### src/rtl/mdio_cmd_pkg.sv
package mdio_cmd_pkg;

  localparam int HOST_W   = 32;
  localparam int PHY_AW   = 5;
  localparam int REG_DW   = 16;
  localparam int CTRL_W   = 7;

  // command word field positions (decoded by the controller)
  localparam int FLD_PHY_LSB = 24;
  localparam int FLD_REG_LSB = 16;
  localparam int FLD_OP_LSB  = 14;
  localparam int FLD_GO_BIT  = 11;

  typedef enum logic [1:0] {
    HSEL_CTRL  = 2'd0,
    HSEL_CMD   = 2'd1,
    HSEL_WDATA = 2'd2,
    HSEL_RDATA = 2'd3
  } host_sel_e;

  typedef enum logic [1:0] {
    OP_RSV0  = 2'd0,
    OP_WRITE = 2'd1,
    OP_READ  = 2'd2,
    OP_RSV3  = 2'd3
  } mdio_op_e;

  // PHY registers with computed read values
  localparam int PREG_STATUS  = 1;
  localparam int PREG_ADV     = 4;
  localparam int PREG_PARTNER = 5;
  localparam int PREG_SPEED   = 18;

  localparam logic [15:0] STATUS_VAL   = 16'h782E;
  localparam logic [15:0] PARTNER_BASE = 16'h4000;
  localparam logic [15:0] ADV_MODES    = 16'h01E0;

  localparam int ADV_10FULL  = 6;
  localparam int ADV_100HALF = 7;
  localparam int ADV_100FULL = 8;
  localparam int SPD_100_BIT = 10;
  localparam int SPD_FDX_BIT = 11;

endpackage

### src/rtl/mdio_phy_regs.sv
module mdio_phy_regs
  import mdio_cmd_pkg::*;
#(
  parameter int AW = PHY_AW,
  parameter int DW = REG_DW
) (
  input  logic          clk,
  input  logic          rst,
  input  logic          we,
  input  logic [AW-1:0] waddr,
  input  logic [DW-1:0] wdata,
  input  logic [AW-1:0] raddr,
  output logic [DW-1:0] rdata
);

  localparam int DEPTH = 1 << AW;

  logic [DW-1:0]    mem [DEPTH];
  logic [DW-1:0]    mem_q;
  logic [DEPTH-1:0] written_q;
  logic             vld_q;
  logic [AW-1:0]    raddr_q;
  logic [DW-1:0]    adv_q;
  logic [DW-1:0]    stored;

  function automatic logic [DW-1:0] dflt(input logic [AW-1:0] a);
    case (a)
      AW'(0):        dflt = DW'(16'h3100);
      AW'(2):        dflt = DW'(16'h0300);
      AW'(3):        dflt = DW'(16'hE400);
      AW'(PREG_ADV): dflt = DW'(16'h01E1);
      default:       dflt = '0;
    endcase
  endfunction

  // plain storage, no reset: maps onto a RAM primitive
  always_ff @(posedge clk) begin
    if (we) mem[waddr] <= wdata;
    mem_q <= mem[raddr];
  end

  // per-entry written flags stand in for a reset of the array
  always_ff @(posedge clk) begin
    if (rst) begin
      written_q <= '0;
      vld_q     <= 1'b0;
      raddr_q   <= '0;
      adv_q     <= DW'(16'h01E1);
    end else begin
      if (we) written_q[waddr] <= 1'b1;
      if (we && waddr == AW'(PREG_ADV)) adv_q <= wdata;
      vld_q   <= written_q[raddr];
      raddr_q <= raddr;
    end
  end

  always_comb begin
    stored = vld_q ? mem_q : dflt(raddr_q);
    rdata  = stored;
    case (raddr_q)
      AW'(PREG_STATUS):  rdata = DW'(STATUS_VAL);
      AW'(PREG_PARTNER): rdata = DW'(PARTNER_BASE) | (adv_q & DW'(ADV_MODES));
      AW'(PREG_SPEED): begin
        rdata              = '0;
        rdata[SPD_100_BIT] = adv_q[ADV_100HALF] | adv_q[ADV_100FULL];
        rdata[SPD_FDX_BIT] = adv_q[ADV_100FULL] | adv_q[ADV_10FULL];
      end
      default: ;
    endcase
  end

endmodule

### src/rtl/mdio_cmd_ctrl.sv
module mdio_cmd_ctrl
  import mdio_cmd_pkg::*;
#(
  parameter int AW       = PHY_AW,
  parameter int DW       = REG_DW,
  parameter int CMD_LAT  = 4,
  parameter int PHY_ADDR = 7
) (
  input  logic          clk,
  input  logic          rst,
  input  logic          launch,
  input  logic [AW-1:0] phy_in,
  input  logic [AW-1:0] reg_in,
  input  logic [1:0]    op_in,
  input  logic [DW-1:0] wdata_in,
  input  logic [DW-1:0] phy_rdata,
  output logic          busy,
  output logic          ready,
  output logic          done,
  output logic          bad_op,
  output logic [DW-1:0] rd_word,
  output logic          phy_we,
  output logic [AW-1:0] phy_reg,
  output logic [DW-1:0] phy_wdata
);

  localparam int CW = (CMD_LAT > 2) ? $clog2(CMD_LAT) : 1;

  logic [CW-1:0] cnt_q;
  logic [AW-1:0] phy_q;
  logic [AW-1:0] reg_q;
  mdio_op_e      op_q;
  logic [DW-1:0] wd_q;
  logic          busy_q, ready_q, done_q, bad_q;
  logic [DW-1:0] rd_q;
  logic          last;
  logic          at_phy;
  logic          op_ok;

  assign last   = (cnt_q == CW'(CMD_LAT - 1));
  assign at_phy = (phy_q == AW'(PHY_ADDR));
  assign op_ok  = (op_q == OP_WRITE) || (op_q == OP_READ);

  always_ff @(posedge clk) begin
    if (rst) begin
      cnt_q   <= '0;
      phy_q   <= '0;
      reg_q   <= '0;
      op_q    <= OP_RSV0;
      wd_q    <= '0;
      busy_q  <= 1'b0;
      ready_q <= 1'b0;
      done_q  <= 1'b0;
      bad_q   <= 1'b0;
      rd_q    <= '0;
    end else begin
      done_q <= 1'b0;
      bad_q  <= 1'b0;
      if (launch && !busy_q) begin
        busy_q  <= 1'b1;
        cnt_q   <= '0;
        ready_q <= 1'b0;
        phy_q   <= phy_in;
        reg_q   <= reg_in;
        op_q    <= mdio_op_e'(op_in);
        wd_q    <= wdata_in;
      end else if (busy_q) begin
        if (last) begin
          busy_q  <= 1'b0;
          ready_q <= 1'b1;
          done_q  <= 1'b1;
          bad_q   <= !op_ok;
          if (op_q == OP_READ) rd_q <= at_phy ? phy_rdata : '0;
        end else begin
          cnt_q <= cnt_q + CW'(1);
        end
      end
    end
  end

  assign phy_we    = busy_q && last && (op_q == OP_WRITE) && at_phy;
  assign phy_reg   = reg_q;
  assign phy_wdata = wd_q;
  assign busy      = busy_q;
  assign ready     = ready_q;
  assign done      = done_q;
  assign bad_op    = bad_q;
  assign rd_word   = rd_q;

endmodule

### src/rtl/mdio_cmd_unit.sv
module mdio_cmd_unit
  import mdio_cmd_pkg::*;
#(
  parameter int PHY_ADDR = 7,
  parameter int CMD_LAT  = 4,
  parameter int AW       = PHY_AW,
  parameter int DW       = REG_DW,
  parameter int HW       = HOST_W,
  parameter int CW       = CTRL_W
) (
  input  logic          clk,
  input  logic          rst,
  input  logic          host_wr,
  input  logic [1:0]    host_addr,
  input  logic [HW-1:0] host_wdata,
  output logic [HW-1:0] host_rdata,
  output logic          cmd_done,
  output logic          cmd_bad_op,
  output logic          cfg_error
);

  localparam int DIV_W = CW - 1;

  logic [CW-1:0] ctrl_q;
  logic [HW-1:0] cmd_q;
  logic [DW-1:0] wdata_q;
  logic          launch;
  logic          cmd_busy, cmd_ready;
  logic [DW-1:0] rd_word;
  logic          phy_we;
  logic [AW-1:0] phy_reg;
  logic [DW-1:0] phy_wdata;
  logic [DW-1:0] phy_rdata;
  logic [HW-1:0] rd_mux;
  host_sel_e     sel;

  assign sel    = host_sel_e'(host_addr);
  assign launch = host_wr && (sel == HSEL_CMD) && host_wdata[FLD_GO_BIT];

  always_ff @(posedge clk) begin
    if (rst) begin
      ctrl_q  <= '0;
      cmd_q   <= '0;
      wdata_q <= '0;
    end else if (host_wr) begin
      case (sel)
        HSEL_CTRL:  ctrl_q  <= host_wdata[CW-1:0];
        HSEL_CMD:   cmd_q   <= host_wdata;
        HSEL_WDATA: wdata_q <= host_wdata[DW-1:0];
        default: ;
      endcase
    end
  end

  mdio_cmd_ctrl #(
    .AW(AW), .DW(DW), .CMD_LAT(CMD_LAT), .PHY_ADDR(PHY_ADDR)
  ) u_ctrl (
    .clk       (clk),
    .rst       (rst),
    .launch    (launch),
    .phy_in    (host_wdata[FLD_PHY_LSB +: AW]),
    .reg_in    (host_wdata[FLD_REG_LSB +: AW]),
    .op_in     (host_wdata[FLD_OP_LSB +: 2]),
    .wdata_in  (wdata_q),
    .phy_rdata (phy_rdata),
    .busy      (cmd_busy),
    .ready     (cmd_ready),
    .done      (cmd_done),
    .bad_op    (cmd_bad_op),
    .rd_word   (rd_word),
    .phy_we    (phy_we),
    .phy_reg   (phy_reg),
    .phy_wdata (phy_wdata)
  );

  mdio_phy_regs #(.AW(AW), .DW(DW)) u_phy (
    .clk   (clk),
    .rst   (rst),
    .we    (phy_we),
    .waddr (phy_reg),
    .wdata (phy_wdata),
    .raddr (phy_reg),
    .rdata (phy_rdata)
  );

  always_comb begin
    rd_mux = '0;
    case (sel)
      HSEL_CTRL: begin
        rd_mux[CW-1:0] = ctrl_q;
        rd_mux[CW]     = cmd_ready;
      end
      HSEL_CMD:   rd_mux = cmd_q;
      HSEL_WDATA: rd_mux[DW-1:0] = wdata_q;
      default:    rd_mux[DW-1:0] = rd_word;
    endcase
  end

  always_ff @(posedge clk) begin
    if (rst) host_rdata <= '0;
    else     host_rdata <= rd_mux;
  end

  assign cfg_error = ctrl_q[CW-1] && (ctrl_q[DIV_W-1:0] == '0);

endmodule

### config.mk
export PLATFORM = sky130hd
export DESIGN_NAME = mdio_cmd_unit
export DESIGN_NICKNAME = d
export VERILOG_FILES = /design/src/rtl/mdio_cmd_pkg.sv /design/src/rtl/mdio_phy_regs.sv /design/src/rtl/mdio_cmd_ctrl.sv /design/src/rtl/mdio_cmd_unit.sv
export SDC_FILE = /design/constraint.sdc
export NUM_CORES = 1
export LEC_CHECK = 0
export CORE_ASPECT_RATIO = 0.8
export CORE_MARGIN = 3
export CORE_UTILIZATION = 57
export CTS_BUF_LIST = sky130_fd_sc_hd__clkbuf_16
export DETAILED_ROUTE_END_ITERATION = 7
export PLACE_DENSITY = 0.79
export SYNTH_ARGS = -nofsm -noshare
export SYNTH_HDL_FRONTEND = slang
export SYNTH_SLANG_ARGS = --single-unit
### constraint.sdc
create_clock -name clk -period 3.18 [get_ports clk]
set_input_delay 0.318 -clock clk [delete_from_list [all_inputs] [get_ports clk]]
set_output_delay 0.318 -clock clk [all_outputs]
set_load 0.005 [all_outputs]
; After elaboration in Yosys (flattened, before gate mapping)
; Memories as Yosys holds them, arrays and structs flattened. A register that Yosys moved wholly into a read port is not among the register bits.
; Index checks and enable logic that the tools add are counted.
[totals]
register_bits = 184
ramBits = 512
inputBits = 37
output_inout_bits = 35
n_memories = 1
[classes]
n_addsub = 1
n_lt_le_gt_ge = 2
eq_ne = 13
mux = 16
bitwise_logic = 7
reduce_logical = 25
[memory_table]
columns = memory, depth, word_bits, rd, rd_clocked_by_memory_dff, wr, line
row1 = u_phy.mem, 32, 16, 1, 1, 1, mdio_phy_regs.sv:18  ; logic [DW-1:0] mem [DEPTH];
[ops]
columns = operator, count
row1 = $pmux W16 S4, 1
row2 = $pmux W16 S3, 1
row3 = $pmux W8 S3, 2
row4 = $mux W16, 2
row5 = $or A32 B32 Y32, 1
row6 = $eq A5 B3 Y1 const B, 4
row7 = $eq A5 B2 Y1 const B, 2
row8 = $reduce_and A2 Y1, 5
row9 = $logic_and A1 B1 Y1, 9
row10 = $mux W1, 8
row11 = $eq A2 B2 Y1 const B, 3
row12 = $logic_not A6 Y1, 1
row13 = $lt A5 B6 Y1 const B, 1
row14 = $bmux W1 S5, 1
row15 = $demux W1 S5, 1
row16 = $eq A5 B1 Y1 const B, 1
row17 = $eq A5 B5 Y1 const B, 1
row18 = $ge A5 B1 Y1 const B, 1
row19 = $logic_not A5 Y1, 1
row20 = $eq A2 B1 Y1 const B, 2
row21 = $not A1 Y1, 4
row22 = $reduce_and A4 Y1, 1
row23 = $reduce_or A2 Y1, 2
row24 = $reduce_or A4 Y1, 1
row25 = 6 further kinds, 8

; Depth between registers and ports, before layout
[logic_depth]
ltp_word = 6
depth_mapped = 8
depth_no_buf = 7

; Cells and area by module
; A second synthesis with hierarchy kept.
[hier_totals]
cells_unflattened = 1482
area_unflattened_um2 = 26897.0
[by_module_without_submodules]
columns = mod, n_inst, cells_per_inst, area_per_inst_um2, seq_area_each_um2
row1 = mdio_phy_regs, 1, 973, 21644.5, 16535.9
row2 = mdio_cmd_unit, 1, 321, 3508.4, 1741.7
row3 = mdio_cmd_ctrl, 1, 188, 1744.2, 1001.0

; Worst setup path after synthesis
; No wires, ideal clock.
[synth_timing]
path_kind = register to register
start = reg u_ctrl.cnt_q[0]
end = mem u_phy.mem[14][0] (netlist name) (enable)
setup_ps = 390
arrival_time_ps = 2179
t_required_ps = 2790
slack_ps = 611
stages_incl_launch_ff = 7
n_path_buf = 1
period_less_slack_ps = 2569
cell_sequence = dfxtp_1 ha_1 and3_1 nand3_1 or3_1 clkbuf_1 nor2_1
[synth_via]
elab_chain_cells = 6
[synth_lines]
columns = item, line
row1 = from (decl), mdio_cmd_ctrl.sv:29  ; logic [CW-1:0] cnt_q;
row2 = from (signal assigned), mdio_cmd_ctrl.sv:75  ; cnt_q <= cnt_q + CW'(1);
row3 = $eq A2 B2 Y1, mdio_cmd_ctrl.sv:40  ; assign last = (cnt_q == CW'(CMD_LAT - 1));
row4 = net u_ctrl.last, mdio_cmd_ctrl.sv:36  ; logic last;
row5 = $logic_and A1 B1 Y1 (3 in series), mdio_cmd_ctrl.sv:81  ; assign phy_we = busy_q && last && (op_q == OP_WRITE) && at_phy;
row6 = $mux W1, mdio_phy_regs.sv:38  ; if (we) mem[waddr] <= wdata;
row7 = $mux W1 (not written as such), mdio_phy_regs.sv:38
row8 = to (decl), mdio_phy_regs.sv:18
; The timed path passes the listed nets, and every way through them passes these cells.

; Worst setup path after layout
[layout_timing]
start = reg u_ctrl.cnt_q[0]
end = mem u_phy.mem[12][9] (netlist name) (enable)
; Same word-level chain as after synthesis.

==> impl_metrics.json <==
{
  "run_status": "finished clean",
  "finClkSkew_ps": 19.8,
  "drc": 0,
  "rsz0062_at_grt": "false",
  "cts-buffers-inserted": 66,
  "vias_per_cell": 6.48,
  "finalCritPeriodShare_pct": 88.5,
  "switchingPower_mw": 3.63,
  "ir_worst_vdd_uv": 461,
  "crit_path_cell_trace": "ha_1 > and3_1 > nand3_1 > buf_4 > inv_1 > nand3_1 > nor2_1 > buf_4",
  "power_density_mw_per_mm2": 593,
  "synth.most_common_cell": "edfxtp_1",
  "yosys_most_used_dff": "edfxtp_1",
  "gp_congestion": 0.997,
  "die_h_um": 199,
  "fin_util_pct": 66.4,
  "cp.arrival_ps": 3090,
  "total_power_mw": 18.0,
  "worstPathBufferInverterCount": 3,
  "routedWlPerCell_um": 27.6,
  "maxCapViolCount": 0,
  "largest_reg_flops": 512,
  "synth_edf_count": 512,
  "core_area_sq_mm": 0.0458,
  "required_ps": 3460,
  "slew_violations": 0,
  "ys_top_cells_by_count": "edfxtp_1, dfxtp_1, nand2_1",
  "port_buffers": 71,
  "syn_inst": 1608,
  "tightestPinTransition_ps": 1360,
  "hold_viol": 0,
  "ys_seq_area_share_pct": 72.7,
  "cts-htree-levels": 3,
  "synth.top_cell.area_share_pct": 58.0,
  "hp-class": "in2reg",
  "synthTopCellsByArea": "edfxtp_1, dfxtp_1, mux4_2, nand2_1, a21oi_1",
  "nNetsFinal": 1775,
  "syn_to_final_growth_pct": 14.7,
  "cts_root_buffer": "clkbuf_16",
  "crit_fanout": 16,
  "syn_nets": 1648,
  "power_frac_clock_pct": 43.6,
  "clk_pin_slew_worst_paths_ps": 60,
  "clock_path_buffers": 3,
  "cp-end-kind": "flip-flop",
  "pwr-share-seq_pct": 54.5,
  "layout-drive-gt1-share_pct": 19.9,
  "ys_async_sr_fraction_pct": 0,
  "combinationalPowerShare_pct": 1.9,
  "fin_tns_setup_ps": 0,
  "grt.total_usage_pct": 27.5,
  "antenna_cells": 0,
  "synth_area_leader_cell": "edfxtp_1",
  "grt_max_degree": 115,
  "p_sw_share_pct": 20.1,
  "ant_nets": 0,
  "die_area_sq_mm": 0.0491,
  "fin_cells": 2399,
  "max_stage_delay_ps": 580,
  "drt_iter0_markers": 2176,
  "cts_tree": "done",
  "critical_path.top_delay_family": "simple AND/OR/NAND/NOR gates",
  "dpl.cell_count": 2279,
  "netlist_area_sq_mm": 0.0265,
  "fmax_ghz": 0.355,
  "ys_ff_latch": 707,
  "cts_setup_buffers": 0,
  "grt_pass1_vias": 15251,
  "io_pins": 72,
  "first_pass_iters": 6,
  "cts.sinks": 707,
  "regMostFlops": "u_phy.mem",
  "drt-total-wl_mm": 66.3,
  "hold_buffers": 0,
  "via_count": 15540,
  "slowest_stage": "nand3_1",
  "busiest_layer": "met2",
  "internal_power_mw": 14.4,
  "clk_latency_ps": 610,
  "start_kind": "flip-flop",
  "postSynthAreaPerCell_sq_um": 16.5,
  "p_leak_nw": 11.0,
  "antenna_found_initial": 4,
  "grt_pass1_wl_mm": 98.4,
  "use_met2_pct": 40.6,
  "period_minus_slack_ps": 2810,
  "synth_warnings": 0,
  "row_count": 70,
  "die-width_um": 247,
  "relSlewSlack_pct": 9.15,
  "post_cts_resized": 0,
  "whs_ps": 129,
  "use_met1_pct": 39.4,
  "met3_usage_pct": 7.75,
  "gr-total-overflow": 0,
  "dp_hpwl_mm": 39.3,
  "start_util_pct": 57.9,
  "path_class": "reg2reg",
  "synth_cell_types": 62,
  "setup_viol": 0
}
[per-stage QoR]
step	cell area (sq um)	setup WS [ps]
after global routing	30400	312
after CTS	30400	441
final	30400	366
after detailed placement	28200	535
after global placement	28200	568
after floorplan	26500	611
[worst paths after layout]
path,startpoint,end,slack (ps),cells after the start
worst min-delay path,rst,u_ctrl.busy$_SDFF_PP0_,130,2
worst max register to register,u_ctrl.cnt_q[0]$_SDFFE_PP0P_,u_phy.mem[12][9]$_DFFE_PP_,370,8
worst min register to register,cmd_q[19]$_SDFFE_PP0N_,cmd_q[19]$_SDFFE_PP0N_,450,2
worst max-delay path,u_ctrl.cnt_q[0]$_SDFFE_PP0P_,u_phy.mem[12][9]$_DFFE_PP_,370,8
[cells in the final DEF, fill, tap and decap left out, types with 14 or more instances in the layout]
master	synthesis	layout
and3_1	18	18
mux4_2	137	137
inv_1	8	22
and2_1	14	14
clkbuf_16	0	69
a21oi_1	114	114
nor2_1	94	94
nand2_1	177	177
a22oi_1	74	74
mux2i_1	20	20
o21ai_0	15	15
buf_4	2	85
clkdlybuf4s50_1	0	70
dfxtp_1	195	192
nand4_1	17	17
edfxtp_1	512	512
[cell type report]
type	instances	area (sq um)
clock inverter	51	427
multi-input combinational	792	6720
sequential	707	19300
inverter	8	30.0
clock buffer	69	1730
timing repair buffer	160	1440
tap	612	766
fill	2922	15400
[cell families (layout without fill, tap and decap cells)]
family / Yosys count / count (layout) / share of synthesized area [%]
DFF: 707 / 707 / 72.7
and+or+nand+nor: 384 / 384 / 6.68
AOI/OAI and AO/OA: 236 / 236 / 5.60
muxes: 167 / 167 / 12.8
buffers and inverters: 109 / 288 / 1.96
adders and majority gates: 3 / 3 / 0.142
xor gates and xnor gates: 2 / 2 / 0.0661
[routing by layer]
layer	vias up	wire length (um)	share of wire (%)
met5	-	26	0.039
met4	4	2530	3.8
met3	180	8090	12
met2	1006	30100	45
met1	7866	25500	39
li1	6484	-	-
[power groups by stage]
stage / clock (mW) / sequential (mW) / combinational [mW]
after floorplan: 0 / 10.0 / 0.207
after global placement: 0 / 10.0 / 0.325
after detailed placement: 0 / 10.0 / 0.331
after CTS: 7.92 / 9.82 / 0.335
after global routing: 8.28 / 9.82 / 0.362
final: 7.86 / 9.82 / 0.337
(Power assumes the default switching activity.)
